===== src/rtl/pwm4_pkg.sv =====
package pwm4_pkg;
  localparam int OFF_PRE    = 'h00;
  localparam int OFF_SEL    = 'h04;
  localparam int OFF_CTL    = 'h08;
  localparam int OFF_RELOAD = 'h0C;
  localparam int OFF_CMP    = 'h10;
  localparam int OFF_COUNT  = 'h14;
  localparam int CH_STRIDE  = 12;
  localparam int OFF_IEN    = 'h3C;
  localparam int OFF_ISTAT  = 'h40;
  localparam logic [3:0] SEL_PASS = 4'd4;

  function automatic int en_pos(input int n);
    return (n == 0) ? 0 : 4 + 4 * n;
  endfunction

  function automatic logic [31:0] ctl_mask(input int nch);
    logic [31:0] m;
    m = '0;
    for (int n = 0; n < nch; n++) begin
      m[en_pos(n)]     = 1'b1;
      m[en_pos(n) + 2] = 1'b1;
      m[en_pos(n) + 3] = 1'b1;
    end
    return m;
  endfunction
endpackage


===== src/rtl/pwm4_regs.sv =====
module pwm4_regs
  import pwm4_pkg::*;
#(
  parameter int NCH  = 4,
  parameter int CW   = 16,
  parameter int PW   = 8,
  parameter int AW   = 8,
  localparam int NPRE = (NCH + 1) / 2
) (
  input  logic                     clk,
  input  logic                     rst,
  input  logic [AW-1:0]            addr,
  input  logic                     we,
  input  logic [31:0]              wdata,
  input  logic [NCH-1:0][CW-1:0]   live_count,
  output logic [NPRE*PW-1:0]       pre_q,
  output logic [4*NCH-1:0]         sel_q,
  output logic [NCH-1:0]           ch_en,
  output logic [NCH-1:0]           ch_inv,
  output logic [NCH-1:0]           ch_mode,
  output logic [NCH-1:0][CW-1:0]   reload_q,
  output logic [NCH-1:0][CW-1:0]   cmp_q,
  output logic [31:0]              rdata
);
  localparam logic [31:0] CTL_MASK = ctl_mask(NCH);

  logic [31:0]    ctl_q;
  logic [NCH-1:0] ien_q;
  logic [31:0]    rd_d;

  always_ff @(posedge clk) begin
    if (rst) begin
      pre_q    <= '0;
      sel_q    <= {NCH{SEL_PASS}};
      ctl_q    <= '0;
      ien_q    <= '0;
      reload_q <= '0;
      cmp_q    <= '0;
      rdata    <= '0;
    end else begin
      if (we) begin
        if (addr == AW'(OFF_PRE)) pre_q <= wdata[NPRE*PW-1:0];
        if (addr == AW'(OFF_SEL)) sel_q <= wdata[4*NCH-1:0];
        if (addr == AW'(OFF_CTL)) ctl_q <= wdata & CTL_MASK;
        if (addr == AW'(OFF_IEN)) ien_q <= wdata[NCH-1:0];
        for (int n = 0; n < NCH; n++) begin
          if (addr == AW'(OFF_RELOAD + CH_STRIDE * n)) reload_q[n] <= wdata[CW-1:0];
          if (addr == AW'(OFF_CMP + CH_STRIDE * n))    cmp_q[n]    <= wdata[CW-1:0];
        end
      end
      rdata <= rd_d;
    end
  end

  always_comb begin
    rd_d = '0;
    if (addr == AW'(OFF_PRE)) rd_d = 32'(pre_q);
    if (addr == AW'(OFF_SEL)) rd_d = 32'(sel_q);
    if (addr == AW'(OFF_CTL)) rd_d = ctl_q;
    if (addr == AW'(OFF_IEN)) rd_d = 32'(ien_q);
    for (int n = 0; n < NCH; n++) begin
      if (addr == AW'(OFF_RELOAD + CH_STRIDE * n)) rd_d = 32'(reload_q[n]);
      if (addr == AW'(OFF_CMP + CH_STRIDE * n))    rd_d = 32'(cmp_q[n]);
      if (addr == AW'(OFF_COUNT + CH_STRIDE * n))  rd_d = 32'(live_count[n]);
    end
  end

  for (genvar n = 0; n < NCH; n++) begin : g_bits
    assign ch_en[n]   = ctl_q[en_pos(n)];
    assign ch_inv[n]  = ctl_q[en_pos(n) + 2];
    assign ch_mode[n] = ctl_q[en_pos(n) + 3];
  end

  // the stored control word never carries reserved bits
  p_ctl_reserved_r10: assert property (@(posedge clk) disable iff (rst)
    we && addr == AW'(OFF_CTL) |=> (ctl_q & ~CTL_MASK) == 32'd0);
endmodule


===== src/rtl/pwm4_prescale.sv =====
module pwm4_prescale #(
  parameter int PW = 8
) (
  input  logic          clk,
  input  logic          rst,
  input  logic [PW-1:0] div,
  output logic          tick
);
  logic [PW-1:0] cnt;

  always_ff @(posedge clk) begin
    if (rst || div == '0) begin
      cnt  <= '0;
      tick <= 1'b0;
    end else if (cnt >= div) begin
      cnt  <= '0;
      tick <= 1'b1;
    end else begin
      cnt  <= cnt + 1'b1;
      tick <= 1'b0;
    end
  end

  // a zero field yields no ticks
  p_stopped_no_tick_r3: assert property (@(posedge clk) disable iff (rst)
    div == '0 |=> !tick);
  // ticks are never back to back unless dividing by 2 or more is off
  p_tick_spacing_r2: assert property (@(posedge clk) disable iff (rst)
    tick && $stable(div) && div > PW'(1) |=> !tick);
endmodule


===== src/rtl/pwm4_chan.sv =====
module pwm4_chan #(
  parameter int CW = 16
) (
  input  logic          clk,
  input  logic          rst,
  input  logic          tick_in,
  input  logic [3:0]    sel,
  input  logic          en,
  input  logic          inv,
  input  logic          mode,
  input  logic [CW-1:0] reload,
  input  logic [CW-1:0] cmp,
  output logic [CW-1:0] count,
  output logic          pwm
);
  logic [3:0]    div_cnt;
  logic [3:0]    div_mask;
  logic          step;
  logic [CW-1:0] cmp_act;

  always_comb begin
    case (sel)
      4'd0:    div_mask = 4'h1;
      4'd1:    div_mask = 4'h3;
      4'd2:    div_mask = 4'h7;
      4'd3:    div_mask = 4'hF;
      default: div_mask = 4'h0;
    endcase
    step = tick_in && ((div_cnt & div_mask) == div_mask);
  end

  always_ff @(posedge clk) begin
    if (rst) begin
      div_cnt <= '0;
      count   <= '0;
      cmp_act <= '0;
      pwm     <= 1'b0;
    end else begin
      if (tick_in) div_cnt <= div_cnt + 1'b1;
      if (!en) begin
        count   <= reload;
        cmp_act <= cmp;
      end else if (step) begin
        if (count == '0) begin
          if (mode) begin
            count   <= reload;
            cmp_act <= cmp;
          end
        end else begin
          count <= count - 1'b1;
        end
      end
      pwm <= (en && (count <= cmp_act)) ^ inv;
    end
  end

  // a disabled channel tracks its reload value
  p_hold_disabled_r8: assert property (@(posedge clk) disable iff (rst)
    !en |=> count == $past(reload));
  // a disabled output shows the invert bit
  p_out_disabled_r6: assert property (@(posedge clk) disable iff (rst)
    !en |=> pwm == $past(inv));
  // auto-reload at the bottom of the count
  p_autoreload_r7: assert property (@(posedge clk) disable iff (rst)
    en && mode && step && count == '0 |=> count == $past(reload));
  // one-shot stays parked at zero
  p_oneshot_park_r7: assert property (@(posedge clk) disable iff (rst)
    en && !mode && count == '0 |=> count == '0);
  // no selected tick, no counter movement
  p_freeze_r3: assert property (@(posedge clk) disable iff (rst)
    en && !step |=> $stable(count));
endmodule


===== src/rtl/pwm4_ctrl.sv =====
module pwm4_ctrl #(
  parameter int NCH = 4,
  parameter int CW  = 16,
  parameter int PW  = 8,
  parameter int AW  = 8
) (
  input  logic           clk,
  input  logic           rst,
  input  logic [AW-1:0]  bus_addr,
  input  logic           bus_we,
  input  logic [31:0]    bus_wdata,
  output logic [31:0]    bus_rdata,
  output logic [NCH-1:0] pwm_out
);
  localparam int NPRE = (NCH + 1) / 2;

  logic [NPRE*PW-1:0]     pre_q;
  logic [4*NCH-1:0]       sel_q;
  logic [NCH-1:0]         ch_en, ch_inv, ch_mode;
  logic [NCH-1:0][CW-1:0] reload_q, cmp_q, live_count;
  logic [NPRE-1:0]        pre_tick;

  pwm4_regs #(.NCH(NCH), .CW(CW), .PW(PW), .AW(AW)) u_regs (
    .clk(clk), .rst(rst), .addr(bus_addr), .we(bus_we), .wdata(bus_wdata),
    .live_count(live_count), .pre_q(pre_q), .sel_q(sel_q),
    .ch_en(ch_en), .ch_inv(ch_inv), .ch_mode(ch_mode),
    .reload_q(reload_q), .cmp_q(cmp_q), .rdata(bus_rdata)
  );

  for (genvar g = 0; g < NPRE; g++) begin : g_pre
    pwm4_prescale #(.PW(PW)) u_pre (
      .clk(clk), .rst(rst), .div(pre_q[g*PW +: PW]), .tick(pre_tick[g])
    );
  end

  for (genvar n = 0; n < NCH; n++) begin : g_ch
    pwm4_chan #(.CW(CW)) u_ch (
      .clk(clk), .rst(rst), .tick_in(pre_tick[n/2]), .sel(sel_q[4*n +: 4]),
      .en(ch_en[n]), .inv(ch_inv[n]), .mode(ch_mode[n]),
      .reload(reload_q[n]), .cmp(cmp_q[n]),
      .count(live_count[n]), .pwm(pwm_out[n])
    );
  end

  // outputs idle right after reset
  p_reset_idle_r1: assert property (@(posedge clk)
    $past(rst) |-> pwm_out == '0);
endmodule


===== config.mk =====
export PLATFORM = sky130hd
export DESIGN_NAME = pwm4_ctrl
export DESIGN_NICKNAME = d
export VERILOG_FILES = /design/src/rtl/pwm4_pkg.sv /design/src/rtl/pwm4_regs.sv /design/src/rtl/pwm4_prescale.sv /design/src/rtl/pwm4_chan.sv /design/src/rtl/pwm4_ctrl.sv
export SDC_FILE = /design/constraint.sdc
export NUM_CORES = 1
export LEC_CHECK = 0
export BUFFER_PORTS_ARGS = -buffer_cell sky130_fd_sc_hd__buf_2
export CORE_MARGIN = 2
export CORE_UTILIZATION = 64
export CTS_BUF_LIST = sky130_fd_sc_hd__clkbuf_8
export DETAILED_ROUTE_END_ITERATION = 10
export HOLD_SLACK_MARGIN = 0.1
export PLACE_DENSITY = 0.82
export SETUP_SLACK_MARGIN = 0.5
export SYNTH_ARGS = -nofsm -noshare
export SYNTH_HDL_FRONTEND = slang
export SYNTH_SLANG_ARGS = --single-unit

===== constraint.sdc =====
create_clock -name clk -period 2.85 [get_ports clk]
set_clock_uncertainty 0.05 [all_clocks]
set_input_delay 0.285 -clock clk [delete_from_list [all_inputs] [get_ports clk]]
set_output_delay 0.285 -clock clk [all_outputs]
set_load 0.01 [all_outputs]

==> run_results.csv <==
group,metric,value,unit
cts,cts_tree,"done",
logic_synthesis,seq_area_frac_synth,37.86,%
pwr,leakagePower,8.318,nW
worst_setup_path,critical_path_buf_inv_count,0,
route,drc,0,
logic_synthesis,synth_cells,2541,
sta,period_needed,2.336,ns
sta,slew_viol_final,0,
route,post_drt_wl_per_cell,22.09,um
floorplanning,die_w,176.7,um
logic_synthesis,yosys-top-cells-area,"dfxtp_1, nand2_1, a21oi_1, ha_1, nor2_1",
sta,worst_slack,0.5136,ns
logic_synthesis,ys_types,79,
place,port_buffers,52,
logic_synthesis,synth.avg_cell_area,7.512,um^2
finish,area.growth.synth_to_final,12.97,%
logic_synthesis,synth_edf_count,0,
finish,fin_area,0.02156,mm^2
finish,nNetsFinal,2744,
global_route,gr-usage-all-layers,42.68,%
finish,fin_cells,3045,
cts,cts_buffers,59,
place,hpwl,47.15,mm
place,post-place-ws,0.1559,ns
worst_setup_path,startpoint_type,"register",
finish,drive_above_1_share,11.81,%
worst_setup_path,max_stage_delay,0.56,ns
logic_synthesis,syn_area,0.01909,mm^2
logic_synthesis,yosys.area.top_type,"dfxtp_1",
worst_setup_path,cp_cell_sequence,"ha_1 > a21oi_1 > nor2_1 > a211oi_1 > o2111ai_1 > o21bai_1 > a21o_1 > a21oi_1",
pwr,powerDensity,469.4,mW/mm^2
pwr,irDropWorstVdd,423.0,uV
floorplanning,core_area,0.02948,mm^2
place,dp_cells,2913,
cts,clk_latency,0.63,ns
route,wirelength,67.27,mm
route,vias,19635,
worst_setup_path,cp_common_cell,"a21oi_1",
sta,period_share,81.98,%
logic_synthesis,ys_ff_latch,361,
sta,tightestPinTransition,0.8144,ns
route,avgViaCountPerCell,6.448,
worst_setup_path,cp_top_family,"compound AO/OA/AOI/OAI gates",
worst_setup_path,cpMaxStageDelayCell,"dfxtp_1",
floorplanning,io_pins,79,
worst_setup_path,required,3.33,ns
floorplanning,die-area,0.03122,mm^2
cts,clk_pin_slew,0.06,ns
logic_synthesis,synthFlopType,"dfxtp_1",
sta,slew_headroom,45.63,%
place,place_area,0.01997,mm^2
floorplanning,die_y,176.7,um
floorplanning,placementRows,63,
global_route,grt_max_degree,97,
place,place_congestion,1.040,
sta,rsz0062_at_grt,"true",
worst_setup_path,endpoint_kind,"register",
sta,setup_tns,0,ns
global_route,grt_pass1_vias,18679,
global_route,grt_pass1_wl,103.3,mm
cts,htreeDepth,2,
cts,cts_sinks,361,
floorplanning,initial_core_util,64.74,%
worst_setup_path,critPathMaxFanout,5,
min_path,hp-class,"primary input to register",
cts,cts-root-buf,"clkbuf_8",
global_route,antenna_found_initial,5,
run_status,status,"finished, final reports clean",
cts,clockBufferDepth,3,
worst_setup_path,critPathKind,"register to register",
route,first_iter_violations,2906,
sta,hold_viol,0,
logic_synthesis,synth_top_area_share,37.86,%
job,cap_violations,0,
route,dr.pass1.iters,8,
global_route,overflow,0,
sta,setup_viol,0,
route,ant_nets,0,
logic_synthesis,async_flop_share,0,%
worst_setup_path,critical_path_arrival,2.81,ns
sta,max_freq,0.4280,GHz
logic_synthesis,synth_warnings,0,
[power by group]
group	internal, mW	leakage [nW]	switching, mW	total [mW]
Clock	2.40	0.681	2.16	4.55
Combinational	0.134	4.73	0.373	0.507
Sequential	5.05	2.91	0.00682	5.06
[path summary, 6_finish.rpt]
kind                                       startpoint                    end  slack (ns)  cells after the start
worst max-delay path            g_ch[2].u_ch.count[9]       g_ch[2].u_ch.pwm        0.51                      8
worst min-delay path                      bus_addr[6]       u_regs.rdata[19]        0.24                      4
worst max register to register  g_ch[2].u_ch.count[9]       g_ch[2].u_ch.pwm        0.51                      8
worst min register to register  g_pre[0].u_pre.cnt[0]  g_pre[0].u_pre.cnt[0]        0.42                      1
[cells in the mapped netlist (all sizes together) (12+ instances only)]
master  number
dfxtp      361
mux2i       58
nand2      518
a21o        17
and2        14
clkbuf     128
nor4        24
xor2        15
o211ai      13
o21ai      141
nand3       49
a22oi       34
buf         57
o21a        15
nor3        45
nor2       265
inv        107
a21oi      338
nand4       21
o41ai       13
ha          94
o31ai       12
[layout by cell type (no fill, tap or decap), drive strengths merged, types with 11 or more instances in the layout]
cell type	instances
dfxtp	361
xor2	15
nand3	49
dlygate4sd3	20
nand4	21
mux2	11
ha	94
inv	128
and2	14
a21o	17
nand2	519
a22oi	34
nor3	45
mux2i	58
clkbuf	77
buf	157
conb	13
nor4	24
o31ai	12
nor2	265
a21oi	338
o41ai	13
o21ai	141
o22ai	11
o21a	15
o211ai	13
xnor2	11
[stage by stage]
stage | total power, mW | hold WS, ns | utilization (%)
2_1_floorplan | 5.441 | 0.3710 | -
3_3_place_gp | 5.622 | 0.3873 | 67.73
3_5_place_dp | 5.626 | 0.4088 | 67.73
4_1_cts | 10.11 | 0.2130 | 72.53
5_1_grt | 10.33 | 0.2256 | 73.13
6_report | 10.12 | 0.2415 | 73.14
[layout make-up]
cell class                 instances  area (um^2)
clock inverter                    27        118.9
tap                              390        488.0
antenna                            5        12.51
timing repair buffer             177         1360
clock buffer                      77         1060
fill                            2392         7919
multi-input combinational       1900        10890
inverter                         108        405.4
sequential                       361         7232
[metal layers]
layer  track usage (%)  routed length (um)  vias up
met2             65.87               29190     1240
li1                  -                   -     8935
met3             7.925                7098      312
met1             55.03               26000     9148
met4             27.31                4976        0
met5                 0                   0        -
[registers in the layout, summed over array words and instances, names as in the netlist]
register and cells:
g_ch.u_ch.cmp_act 64, g_ch.u_ch.count 64, u_regs.cmp_q 64, u_regs.reload_q 64
u_regs.rdata 19, g_ch.u_ch.div_cnt 16, g_pre.u_pre.cnt 16, u_regs.pre_q 16
u_regs.sel_q 16, u_regs.ctl_q 12, g_ch.u_ch.pwm 4, u_regs.ien_q 4
g_pre.u_pre.tick 2
[logic make-up (layout without fill, tap and decap cells)]
group           Yosys count  after routing  synth area share [%]
simple gates           1006           1007                 22.79
xor+xnor                 26             26                 1.193
compound gates          685            685                 21.18
flops                   361            361                 37.86
buf+inv                 293            389                 6.391
other cells               1             18               0.01965
fa+ha+maj                94             94                 6.162
mux                      75             75                 4.399
[worst register-to-register path: stages (launching register included)]
cell	delay (ns)
dfxtp_1	0.56
ha_1	0.32
a21oi_1	0.15
nor2_1	0.07
a211oi_1	0.27
o2111ai_1	0.17
o21bai_1	0.25
a21o_1	0.18
a21oi_1	0.22
[repair_timing]
| action | CTS | global route |
|---|---|---|
| hold endpoints to repair | 184 | 0 |
| pin swaps | 0 | 3 |
| gates resized for setup | 10 | 35 |
| endpoints found under the setup margin | 85 | 100 |
| buffers inserted | 0 | 2 |
| hold buffers | 20 | 0 |
| cloned | 0 | 1 |
No activity file was read; power rests on OpenSTA's default activity.
